<file path="src/rtl/addr_guard_pkg.sv">
package addr_guard_pkg;
  localparam int unsigned CFG_SEL_W = 3;

  typedef enum logic [1:0] {
    ACC_FETCH = 2'd0,
    ACC_READ  = 2'd1,
    ACC_WRITE = 2'd2,
    ACC_OTHER = 2'd3
  } acc_kind_e;

  typedef enum logic [1:0] {
    CAUSE_NONE  = 2'd0,
    CAUSE_FLOOR = 2'd1,
    CAUSE_FENCE = 2'd2,
    CAUSE_CFG   = 2'd3
  } cause_e;
endpackage

</file>
<file path="src/rtl/addr_guard_regs.sv">
module addr_guard_regs
  import addr_guard_pkg::*;
#(
  parameter int unsigned ADDR_W = 32,
  parameter int unsigned SEG_W  = 8
) (
  input  logic                      clk,
  input  logic                      rst_n,
  input  logic                      cfg_we,
  input  logic                      cfg_super,
  input  logic [CFG_SEL_W-1:0]      cfg_sel,
  input  logic [ADDR_W-1:0]         cfg_wdata,
  output logic                      mode_rel,
  output logic [SEG_W-1:0]          seg_id,
  output logic [1:0][ADDR_W-1:0]    win_base,
  output logic [1:0][ADDR_W-1:0]    win_floor,
  output logic [1:0][ADDR_W-1:0]    win_fence,
  output logic                      clr_req,
  output logic                      cfg_refused
);
  logic             wr_ok;
  logic             mode_d, mode_q;
  logic [SEG_W-1:0] seg_d, seg_q;

  assign wr_ok       = cfg_we & cfg_super;
  assign cfg_refused = cfg_we & ~cfg_super;
  assign clr_req     = wr_ok & (cfg_sel == CFG_SEL_W'(0)) & cfg_wdata[1];

  always_comb begin
    mode_d = mode_q;
    seg_d  = seg_q;
    if (wr_ok && cfg_sel == CFG_SEL_W'(0)) mode_d = cfg_wdata[0];
    if (wr_ok && cfg_sel == CFG_SEL_W'(1)) seg_d  = cfg_wdata[SEG_W-1:0];
  end

  always_ff @(posedge clk or negedge rst_n) begin
    if (!rst_n) begin
      mode_q <= 1'b0;
      seg_q  <= '0;
    end else begin
      mode_q <= mode_d;
      seg_q  <= seg_d;
    end
  end

  assign mode_rel = mode_q;
  assign seg_id   = seg_q;

  // window 0 serves fetches, window 1 serves data accesses
  for (genvar w = 0; w < 2; w++) begin : g_win
    localparam int unsigned SEL_BASE = 2 + 3 * w;
    logic [ADDR_W-1:0] base_d, base_q, floor_d, floor_q, fence_d, fence_q;

    always_comb begin
      base_d  = base_q;
      floor_d = floor_q;
      fence_d = fence_q;
      if (wr_ok && cfg_sel == CFG_SEL_W'(SEL_BASE))     base_d  = cfg_wdata;
      if (wr_ok && cfg_sel == CFG_SEL_W'(SEL_BASE + 1)) floor_d = cfg_wdata;
      if (wr_ok && cfg_sel == CFG_SEL_W'(SEL_BASE + 2)) fence_d = cfg_wdata;
    end

    always_ff @(posedge clk or negedge rst_n) begin
      if (!rst_n) begin
        base_q  <= '0;
        floor_q <= '0;
        fence_q <= '0;
      end else begin
        base_q  <= base_d;
        floor_q <= floor_d;
        fence_q <= fence_d;
      end
    end

    assign win_base[w]  = base_q;
    assign win_floor[w] = floor_q;
    assign win_fence[w] = fence_q;
  end


  cfg_locked_chk: assert property (@(posedge clk) disable iff (!rst_n)
    !(cfg_we && cfg_super) |=> ($stable(mode_rel) && $stable(seg_id) &&
      $stable(win_base) && $stable(win_floor) && $stable(win_fence)));
endmodule

</file>
<file path="src/rtl/addr_guard_xlate.sv">
module addr_guard_xlate
  import addr_guard_pkg::*;
#(
  parameter int unsigned ADDR_W = 32,
  parameter int unsigned SEG_W  = 8
) (
  input  logic                   mode_rel,
  input  logic [SEG_W-1:0]       seg_id,
  input  logic [1:0][ADDR_W-1:0] win_base,
  input  logic [1:0][ADDR_W-1:0] win_floor,
  input  logic [1:0][ADDR_W-1:0] win_fence,
  input  logic [ADDR_W-1:0]      req_addr,
  input  logic [1:0]             req_kind,
  input  logic                   req_super,
  output logic [ADDR_W-1:0]      eff_addr,
  output cause_e                 cause
);
  localparam int unsigned OFF_W = ADDR_W - SEG_W;
  localparam logic [ADDR_W-1:0] KEEP_MASK = {{SEG_W{1'b0}}, {OFF_W{1'b1}}};

  logic              use_data;
  logic [ADDR_W-1:0] ins_mask, sandboxed, sum;
  logic              carry;

  assign use_data  = (acc_kind_e'(req_kind) != ACC_FETCH);
  assign ins_mask  = {seg_id, {OFF_W{1'b0}}};
  assign sandboxed = (req_addr & KEEP_MASK) | ins_mask;
  assign {carry, sum} = {1'b0, win_base[use_data]} + {1'b0, req_addr};

  always_comb begin
    eff_addr = req_addr;
    cause    = CAUSE_NONE;
    if (!req_super) begin
      if (!mode_rel) begin
        eff_addr = sandboxed;
      end else begin
        eff_addr = sum;
        if (sum < win_floor[use_data])                  cause = CAUSE_FLOOR;
        else if (carry || sum >= win_fence[use_data])   cause = CAUSE_FENCE;
      end
    end
  end
endmodule

</file>
<file path="src/rtl/addr_guard.sv">
module addr_guard
  import addr_guard_pkg::*;
#(
  parameter int unsigned ADDR_W = 32,
  parameter int unsigned SEG_W  = 8
) (
  input  logic                 clk,
  input  logic                 rst_n,
  input  logic                 req_valid,
  input  logic [ADDR_W-1:0]    req_addr,
  input  logic [1:0]           req_kind,
  input  logic                 req_super,
  input  logic                 cfg_we,
  input  logic                 cfg_super,
  input  logic [CFG_SEL_W-1:0] cfg_sel,
  input  logic [ADDR_W-1:0]    cfg_wdata,
  output logic                 mem_valid,
  output logic [ADDR_W-1:0]    mem_addr,
  output logic                 mem_fault,
  output logic                 fault_flag,
  output logic [1:0]           fault_cause,
  output logic [ADDR_W-1:0]    fault_addr
);
  logic [1:0]             rst_sync_q;
  logic                   rst_int_n;
  logic                   mode_rel, clr_req, cfg_refused;
  logic [SEG_W-1:0]       seg_id;
  logic [1:0][ADDR_W-1:0] win_base, win_floor, win_fence;
  logic [ADDR_W-1:0]      eff_addr;
  cause_e                 cause;
  logic                   acc_fault;

  always_ff @(posedge clk or negedge rst_n) begin
    if (!rst_n) rst_sync_q <= 2'b00;
    else        rst_sync_q <= {rst_sync_q[0], 1'b1};
  end
  assign rst_int_n = rst_sync_q[1];

  addr_guard_regs #(.ADDR_W(ADDR_W), .SEG_W(SEG_W)) u_regs (
    .clk(clk), .rst_n(rst_int_n), .cfg_we(cfg_we), .cfg_super(cfg_super),
    .cfg_sel(cfg_sel), .cfg_wdata(cfg_wdata), .mode_rel(mode_rel), .seg_id(seg_id),
    .win_base(win_base), .win_floor(win_floor), .win_fence(win_fence),
    .clr_req(clr_req), .cfg_refused(cfg_refused)
  );

  addr_guard_xlate #(.ADDR_W(ADDR_W), .SEG_W(SEG_W)) u_xlate (
    .mode_rel(mode_rel), .seg_id(seg_id), .win_base(win_base), .win_floor(win_floor),
    .win_fence(win_fence), .req_addr(req_addr), .req_kind(req_kind),
    .req_super(req_super), .eff_addr(eff_addr), .cause(cause)
  );

  assign acc_fault = req_valid & (cause != CAUSE_NONE);

  logic              valid_d, fault_d, flag_d;
  logic [ADDR_W-1:0] addr_d, faddr_d;
  logic [1:0]        fcause_d;

  always_comb begin
    valid_d  = req_valid & ~acc_fault;
    fault_d  = acc_fault;
    addr_d   = valid_d ? eff_addr : '0;
    flag_d   = clr_req ? 1'b0 : fault_flag;
    fcause_d = fault_cause;
    faddr_d  = fault_addr;
    if (!flag_d) begin
      if (acc_fault) begin
        flag_d   = 1'b1;
        fcause_d = cause;
        faddr_d  = req_addr;
      end else if (cfg_refused) begin
        flag_d   = 1'b1;
        fcause_d = CAUSE_CFG;
        faddr_d  = ADDR_W'(cfg_sel);
      end
    end
  end

  always_ff @(posedge clk or negedge rst_int_n) begin
    if (!rst_int_n) begin
      mem_valid   <= 1'b0;
      mem_fault   <= 1'b0;
      mem_addr    <= '0;
      fault_flag  <= 1'b0;
      fault_cause <= 2'd0;
      fault_addr  <= '0;
    end else begin
      mem_valid   <= valid_d;
      mem_fault   <= fault_d;
      mem_addr    <= addr_d;
      fault_flag  <= flag_d;
      fault_cause <= fcause_d;
      fault_addr  <= faddr_d;
    end
  end


  result_follows_req_chk: assert property (@(posedge clk) disable iff (!rst_int_n)
    (mem_valid || mem_fault) |-> $past(req_valid));


  fault_hides_addr_chk: assert property (@(posedge clk) disable iff (!rst_int_n)
    mem_fault |-> (!mem_valid && mem_addr == '0));


  sandbox_no_fault_chk: assert property (@(posedge clk) disable iff (!rst_int_n)
    mem_fault |-> $past(mode_rel));


  record_holds_chk: assert property (@(posedge clk) disable iff (!rst_int_n)
    (fault_flag && !clr_req) |=> (fault_flag && $stable(fault_addr) && $stable(fault_cause)));
endmodule

</file>
<file path="config.mk">
export PLATFORM = sky130hd
export DESIGN_NAME = addr_guard
export DESIGN_NICKNAME = d
export VERILOG_FILES = /design/src/rtl/addr_guard_pkg.sv /design/src/rtl/addr_guard_regs.sv /design/src/rtl/addr_guard_xlate.sv /design/src/rtl/addr_guard.sv
export SDC_FILE = /design/constraint.sdc
export NUM_CORES = 1
export LEC_CHECK = 0
export ABC_AREA = 1
export BUFFER_PORTS_ARGS = -buffer_cell sky130_fd_sc_hd__buf_2
export CAP_MARGIN = 10
export CORE_ASPECT_RATIO = 0.5
export CORE_UTILIZATION = 53
export DETAILED_ROUTE_END_ITERATION = 7
export PLACE_DENSITY = 0.73
export SKIP_LAST_GASP = 1
export SLEW_MARGIN = 20
export SYNTH_ARGS = -nofsm -noshare
export SYNTH_HDL_FRONTEND = slang
export SYNTH_HIERARCHICAL = 1
export SYNTH_SLANG_ARGS = --single-unit
</file>
<file path="constraint.sdc">
create_clock -name clk -period 8.8 [get_ports clk]
set_input_delay 0.44 -clock clk [delete_from_list [all_inputs] [get_ports clk]]
set_output_delay 0.44 -clock clk [all_outputs]
set_load 0.05 [all_outputs]
</file>
Word level (Yosys, flattened, before mapping)

Index checks and enable logic that the tools add are counted.

Register bits after elaboration: 272
Input bits: 75
Output and inout port bits: 69
Word-level logic and storage cells: 71

Add/sub/neg operators: 1
$lt $le $gt $ge: 3
Equality and inequality tests: 7
Muxes and demuxes: 21
Bitwise logic cells: 10
Reduce and logical (&&, ||, !) cells: 14

Operators with widths:

| cell                                                                          | number |
|---|---|
| 32-bit 2-to-1 mux                                                             | 11 |
| 32-bit by 32-bit adder with 33-bit output                                     | 1 |
| 32-bit greater-or-equal comparator                                            | 1 |
| 32-bit less-than comparator                                                   | 1 |
| 24-bit by 32-bit OR with 32-bit output                                        | 1 |
| 3-bit == test (second input constant)                                         | 4 |
| 2-bit 2-to-1 mux                                                              | 6 |
| 1-bit logical AND                                                             | 8 |
| 1-bit AND                                                                     | 6 |
| 3-bit by 2-bit == test with 1-bit output (second input constant)              | 2 |
| 2-bit nonzero test                                                            | 3 |
| 1-bit 2-to-1 mux                                                              | 4 |
| 3-bit by 1-bit == test with 1-bit output (second input constant)              | 1 |
| 3-bit zero test                                                               | 1 |
| 1-bit NOT                                                                     | 3 |
| 1-bit by 2-bit less-than comparator with 1-bit output (second input constant) | 1 |
| 2-bit AND reduction                                                           | 1 |
| 1-bit logical OR                                                              | 1 |

Depth between registers and ports, before layout

Word-level depth: 15
Gate-level depth with buffers: 33
Mapped depth without buffers: 33

Cells and area by module

The synthesis kept the hierarchy.

Modules (own cells, without submodules):

| module           | times used | cells each | area each (um^2) | sequential area each (um^2) |
|---|---|---|---|---|
| addr_guard_regs  | 1          | 881        | 7747.4           | 5029.8 |
| addr_guard_xlate | 1          | 862        | 4996.0           | 0.0 |
| addr_guard       | 1          | 275        | 2621.3           | 1776.7 |

Worst setup path after synthesis

OpenSTA, ideal clock, no wires.

Path kind: input to register
From: input req_kind[1]
To: register mem_addr[10]
Library setup time: 0.120 ns
Data arrival time: 4.197 ns
Data required time: 8.680 ns
Path slack: 4.483 ns
Stages on the path: 31
Path buffers: 3
Cells stage by stage: nor2_1 buf_2 clkbuf_1 nand2_1 nand2_1 ha_1 a21oi_1 o21ai_0 a21oi_1 nand2_2 nand3b_1 nand2_1 nand2_1 nand2_1 ha_1 nand2_1 inv_1 nand3_1 nor3_1 nand2_1 nor3_1 nand2_1 nand2_1 nand2_1 nor2_1 inv_1 nand2_1 nor2_1 inv_1 buf_2 nor2_1

Word-level cells in the longest chain between the ends: 15
Elaborated cells between the ends (all ways): 22
Classes of those cells: 1 x add/sub; 2 x order compare; 13 x mux; 3 x bitwise; 3 x reduce/logical

Ends and longest elaborated chain:

| what                                                 | line                   | source |
|---|---|---|
| from (decl)                                          | addr_guard.sv:11       | `input logic [1:0] req_kind,` |
| 2-bit nonzero test *                                 | addr_guard_xlate.sv:25 | `assign use_data = (acc_kind_e'(req_kind) != ACC_FETCH);` |
| 32-bit 2-to-1 mux (not written as such) (2 in a row) | addr_guard_xlate.sv:28 | `assign {carry, sum} = {1'b0, win_base[use_data]} + {1'b0, req_addr};` |
| 32-bit by 32-bit adder with 33-bit output            | addr_guard_xlate.sv:28 |  |
| 32-bit greater-or-equal comparator                   | addr_guard_xlate.sv:39 | `else if (carry \|\| sum >= win_fence[use_data]) cause = CAUSE_FENCE;` |
| 1-bit logical OR                                     | addr_guard_xlate.sv:39 |  |
| 2-bit 2-to-1 mux                                     | addr_guard_xlate.sv:39 |  |
| 2-bit 2-to-1 mux *                                   | addr_guard_xlate.sv:38 | `if (sum < win_floor[use_data]) cause = CAUSE_FLOOR;` |
| 2-bit 2-to-1 mux *                                   | addr_guard_xlate.sv:34 | `if (!mode_rel) begin` |
| 2-bit 2-to-1 mux *                                   | addr_guard_xlate.sv:33 | `if (!req_super) begin` |
| named net cause[1]                                   | addr_guard.sv:30       | `cause_e cause;` |
| 2-bit nonzero test *                                 | addr_guard.sv:52       | `assign acc_fault = req_valid & (cause != CAUSE_NONE);` |
| 1-bit AND *                                          | addr_guard.sv:52       |  |
| 1-bit NOT *                                          | addr_guard.sv:59       | `valid_d = req_valid & ~acc_fault;` |
| 1-bit AND *                                          | addr_guard.sv:59       |  |
| named net valid_d                                    | addr_guard.sv:54       | `logic valid_d, fault_d, flag_d;` |
| 32-bit 2-to-1 mux *                                  | addr_guard.sv:61       | `addr_d = valid_d ? eff_addr : '0;` |
| named net addr_d[10]                                 | addr_guard.sv:55       | `logic [ADDR_W-1:0] addr_d, faddr_d;` |
| to (signal assigned)                                 | addr_guard.sv:89       | `mem_addr <= addr_d;` |
| to (decl)                                            | addr_guard.sv:18       | `output logic [ADDR_W-1:0] mem_addr,` |

The timed path passes the listed nets; every way through them passes the cells marked *. The select of a mux whose other input is x is not followed.
A chain may end at the register's enable or synchronous reset.

Final worst setup path

From: input req_kind[1]
To: register mem_addr[29]

Elaborated cells between the ends (all ways): 22
Classes of those cells: 1 x add/sub; 2 x order compare; 13 x mux; 3 x bitwise; 3 x reduce/logical

RTL lines:

| what                                                 | line |
|---|---|
| 2-bit nonzero test *                                 | addr_guard_xlate.sv:25 |
| 32-bit 2-to-1 mux (not written as such) (2 in a row) | addr_guard_xlate.sv:28 |
| 32-bit by 32-bit adder with 33-bit output            | addr_guard_xlate.sv:28 |
| 32-bit less-than comparator *                        | addr_guard_xlate.sv:38 |
| 2-bit 2-to-1 mux *                                   | addr_guard_xlate.sv:38 |
| 2-bit 2-to-1 mux *                                   | addr_guard_xlate.sv:34 |
| 2-bit 2-to-1 mux *                                   | addr_guard_xlate.sv:33 |
| named net cause[0]                                   | addr_guard.sv:30 |
| 2-bit nonzero test *                                 | addr_guard.sv:52 |
| 1-bit AND *                                          | addr_guard.sv:52 |
| 1-bit NOT *                                          | addr_guard.sv:59 |
| 1-bit AND *                                          | addr_guard.sv:59 |
| named net valid_d                                    | addr_guard.sv:54 |
| 32-bit 2-to-1 mux *                                  | addr_guard.sv:61 |
| named net addr_d[29]                                 | addr_guard.sv:55 |

Marked as above.

==> impl_metrics.ini <==
[setup_path]
path_class = in2reg
startpoint_type = input port
reg2reg_slack_ns = 3.33
cp.arrival_ns = 6.21
worstSetupStartpoint = req_kind[1]
r2r-start = u_regs/g_win[0].base_q[0]
r2r_cells = 26
end_kind = flop
cp-endpoint = mem_addr[29]
crit_required_ns = 9.25
reg2reg_to = mem_addr[29]
cp_max_fo = 32

[power]
p_per_area_nw_per_um2 = 262
irDropWorstVdd_v = 0.000157
leakagePower_nw = 9.67

[yosys]
async_flop_share_pct = 100
ys.flop_type = dfrtp_1
synthCells = 2018
synth-edff-count = 0
avgSynthCellArea_sq_um = 7.61
ys_seq_area_share_pct = 44.3
synthesis.nets = 2189
synth_cell_types = 45
synth_seq_cells = 272
yosys_warnings = 6
netlist_area_sq_um = 15400

[grt]
grt_max_degree = 79
grt_pass1_vias = 12630
grt_pass1_wl_um = 72000
grt_use_total_pct = 31.6
overflow = 0
antenna_found_initial = 1

[floorplanning]
start_util_pct = 54.7
die_x_um = 243
fp.dieArea_sq_um = 29700
die_h_um = 122
pin_count = 144
num_rows = 43
coreArea_sq_um = 28100

[cts]
clockBufferDepth = 3
cts-buffers-inserted = 26
cts_setup_buffers = 0
cts_sinks = 272
cts_tree = done
path_clk_slew_ns = 0.06
clock-root-buffer = clkbuf_16
htreeDepth = 1
cts_resized = 0
clock_latency_ns = 0.56

[placed_design]
detailed_place_hpwl_um = 33200
place_area_sq_um = 16300
port_buffers = 143
placed_cells = 2486
place.gp.congestion = 0.976

[detailed_routing]
drt-initial-drc-count = 1578
vias = 13793
drtAntennaViolNets = 0
dr.pass1.iters = 5
post_drt_wl_per_cell_um = 18.2
routed_wl_um = 46200
drc = 0
route.detailed.vias_per_inst = 5.44

[finish]
antenna_cells = 0
fin_nets = 2305
fin_area_sq_um = 17200
drive_above_1_share_pct = 11.2
fin_cells = 2534
syn_to_final_growth_pct = 12.3

[timing]
fin_crit_ns = 5.76
hold_viol = 0
clock_skew_ns = 0.00965
max_freq_mhz = 174
grt_setup_unrepaired = no
final_max_slew_viol_count = 0
period_share_pct = 65.4
slew_headroom_pct = 32.6
tightest_slew_ns = 1.01
setup_viol = 0
final.setup.tns_ns = 0

[flow_run]
max_cap_violations = 0

[worst_hold_path]
hold_class = in2reg

[outcome]
status = completed
## what timing repair did
action | 4_1_cts | 5_1_grt
hold buffers | 1 | 0
endpoints found under the hold margin | 2 | 0
endpoints found under the setup margin | 0 | 0
## layout by cell type (no fill, tap or decap), drive strengths merged
cell	n
nor4	2
o21bai	6
nand3b	2
ha	95
xnor2	2
bufinv	3
o311ai	3
a211oi	1
inv	121
buf	161
a21oi	73
o221ai	1
dlygate4sd3	1
or2	4
conb	1
nand2	967
a21o	4
nor2	118
fa	1
clkbuf	39
nand4	7
a31oi	1
mux2i	68
xor2	12
clkinvlp	1
nand3	123
o211ai	2
o21a	8
o21ai	36
clkinv	4
nor3	13
dfrtp	272
## cells in the mapped netlist (all sizes together), types with 4 or more instances
cell type    n  area share [%]
a21o         4            0.20
a21oi       73             2.5
buf         51             1.9
clkbuf      23            0.59
dfrtp      272              44
ha          95             7.7
inv        122             3.0
mux2i       68             4.4
nand2      967              24
nand3      123             4.0
nand4        7            0.29
nor2       118             3.1
nor3        13            0.49
o21a         8            0.39
o21ai       36             1.3
o21bai       6            0.32
or2          4            0.16
xor2        12            0.68
## sequential cells by signal, summed over array words and instances, names as in the netlist
register,flops
u_regs/mode_rel,1
mem_addr,32
u_regs/g_win.floor_q,64
mem_valid,1
fault_addr,32
u_regs/g_win.fence_q,64
fault_flag,1
rst_sync_q,2
fault_cause,2
u_regs/seg_id,8
u_regs/g_win.base_q,64
mem_fault,1
## final cells by class
| cell class | count | area, sq um |
|---|---|---|
| inverters | 122 | 458 |
| fillers | 2555 | 10800 |
| well taps | 382 | 478 |
| flip-flops and latches | 272 | 6810 |
| clock buffers | 39 | 749 |
| multi-input cells | 1550 | 7730 |
| repair buffers | 162 | 881 |
| clock inverters | 7 | 138 |
## worst min-delay path by stage
stage                       from              to  depth (start not counted)
floorplan                  rst_n   rst_sync_q[0]                          0
global placement           rst_n   rst_sync_q[0]                          1
detailed placement         rst_n   rst_sync_q[0]                          1
CTS                 req_addr[22]  fault_addr[22]                          3
global route        req_addr[28]  fault_addr[28]                          3
finish              req_addr[23]  fault_addr[23]                          3
## report_power, final
| part | internal, W | total [W] | switching [W] |
|---|---|---|---|
| Clock | 0.000679 | 0.00118 | 0.000503 |
| Combinational | 0.000520 | 0.00170 | 0.00118 |
| Sequential | 0.00150 | 0.00164 | 0.000144 |
| Total | 0.00270 | 0.00453 | 0.00183 |
## cells by family after synthesis
group	synth area share (%)
AO/OA/AOI/OAI	5.11
adder cells (fa/ha/maj)	7.87
flip-flops	44.3
other	0.0244
multiplexers	4.43
AND/OR/NAND/NOR	32.0
XOR/XNOR	0.798
buffers and inverters	5.51
## metal layers
layer	share of wire (%)	GRT usage [%]	vias up
met4	1.1	4.60	0
met3	13	11.5	47
met1	47	47.9	6532
met5	0	0	-
li1	-	-	6629
met2	39	43.5	585
## per-stage QoR
stage          total power [W]  util [%]  hold slack [ns]  worst slack, ns
2_1_floorplan          0.00280         -            0.144            0.658
3_3_place_gp           0.00327      58.1            0.226             2.64
3_5_place_dp           0.00330      58.1            0.229             2.50
4_1_cts                0.00449      61.3            0.106             3.08
5_1_grt                0.00481      61.4            0.130             2.53
6_report               0.00453      61.4            0.126             3.04
## critical path, cell delays in order
cell      delay (ns)
buf_2           0.12
nor2_4          0.37
buf_4           0.52
nand2_1         0.09
nand2_1         0.23
ha_1            0.33
a21oi_1         0.25
o21ai_0         0.24
a21oi_2         0.24
nor2_1          0.06
nor2_1          0.13
nand2_1         0.07
nand2_1         0.05
nand2_1         0.14
ha_1            0.35
nand3_1         0.11
nor3_1          0.23
nand2_1         0.08
nor3_1          0.28
nand2_1         0.10
nand2_1         0.12
nor2_1          0.10
inv_1           0.11
nand2_1         0.11
nor2_1          0.14
clkinv_1        0.77
nor2_1          0.38
(Power assumes the default switching activity.)
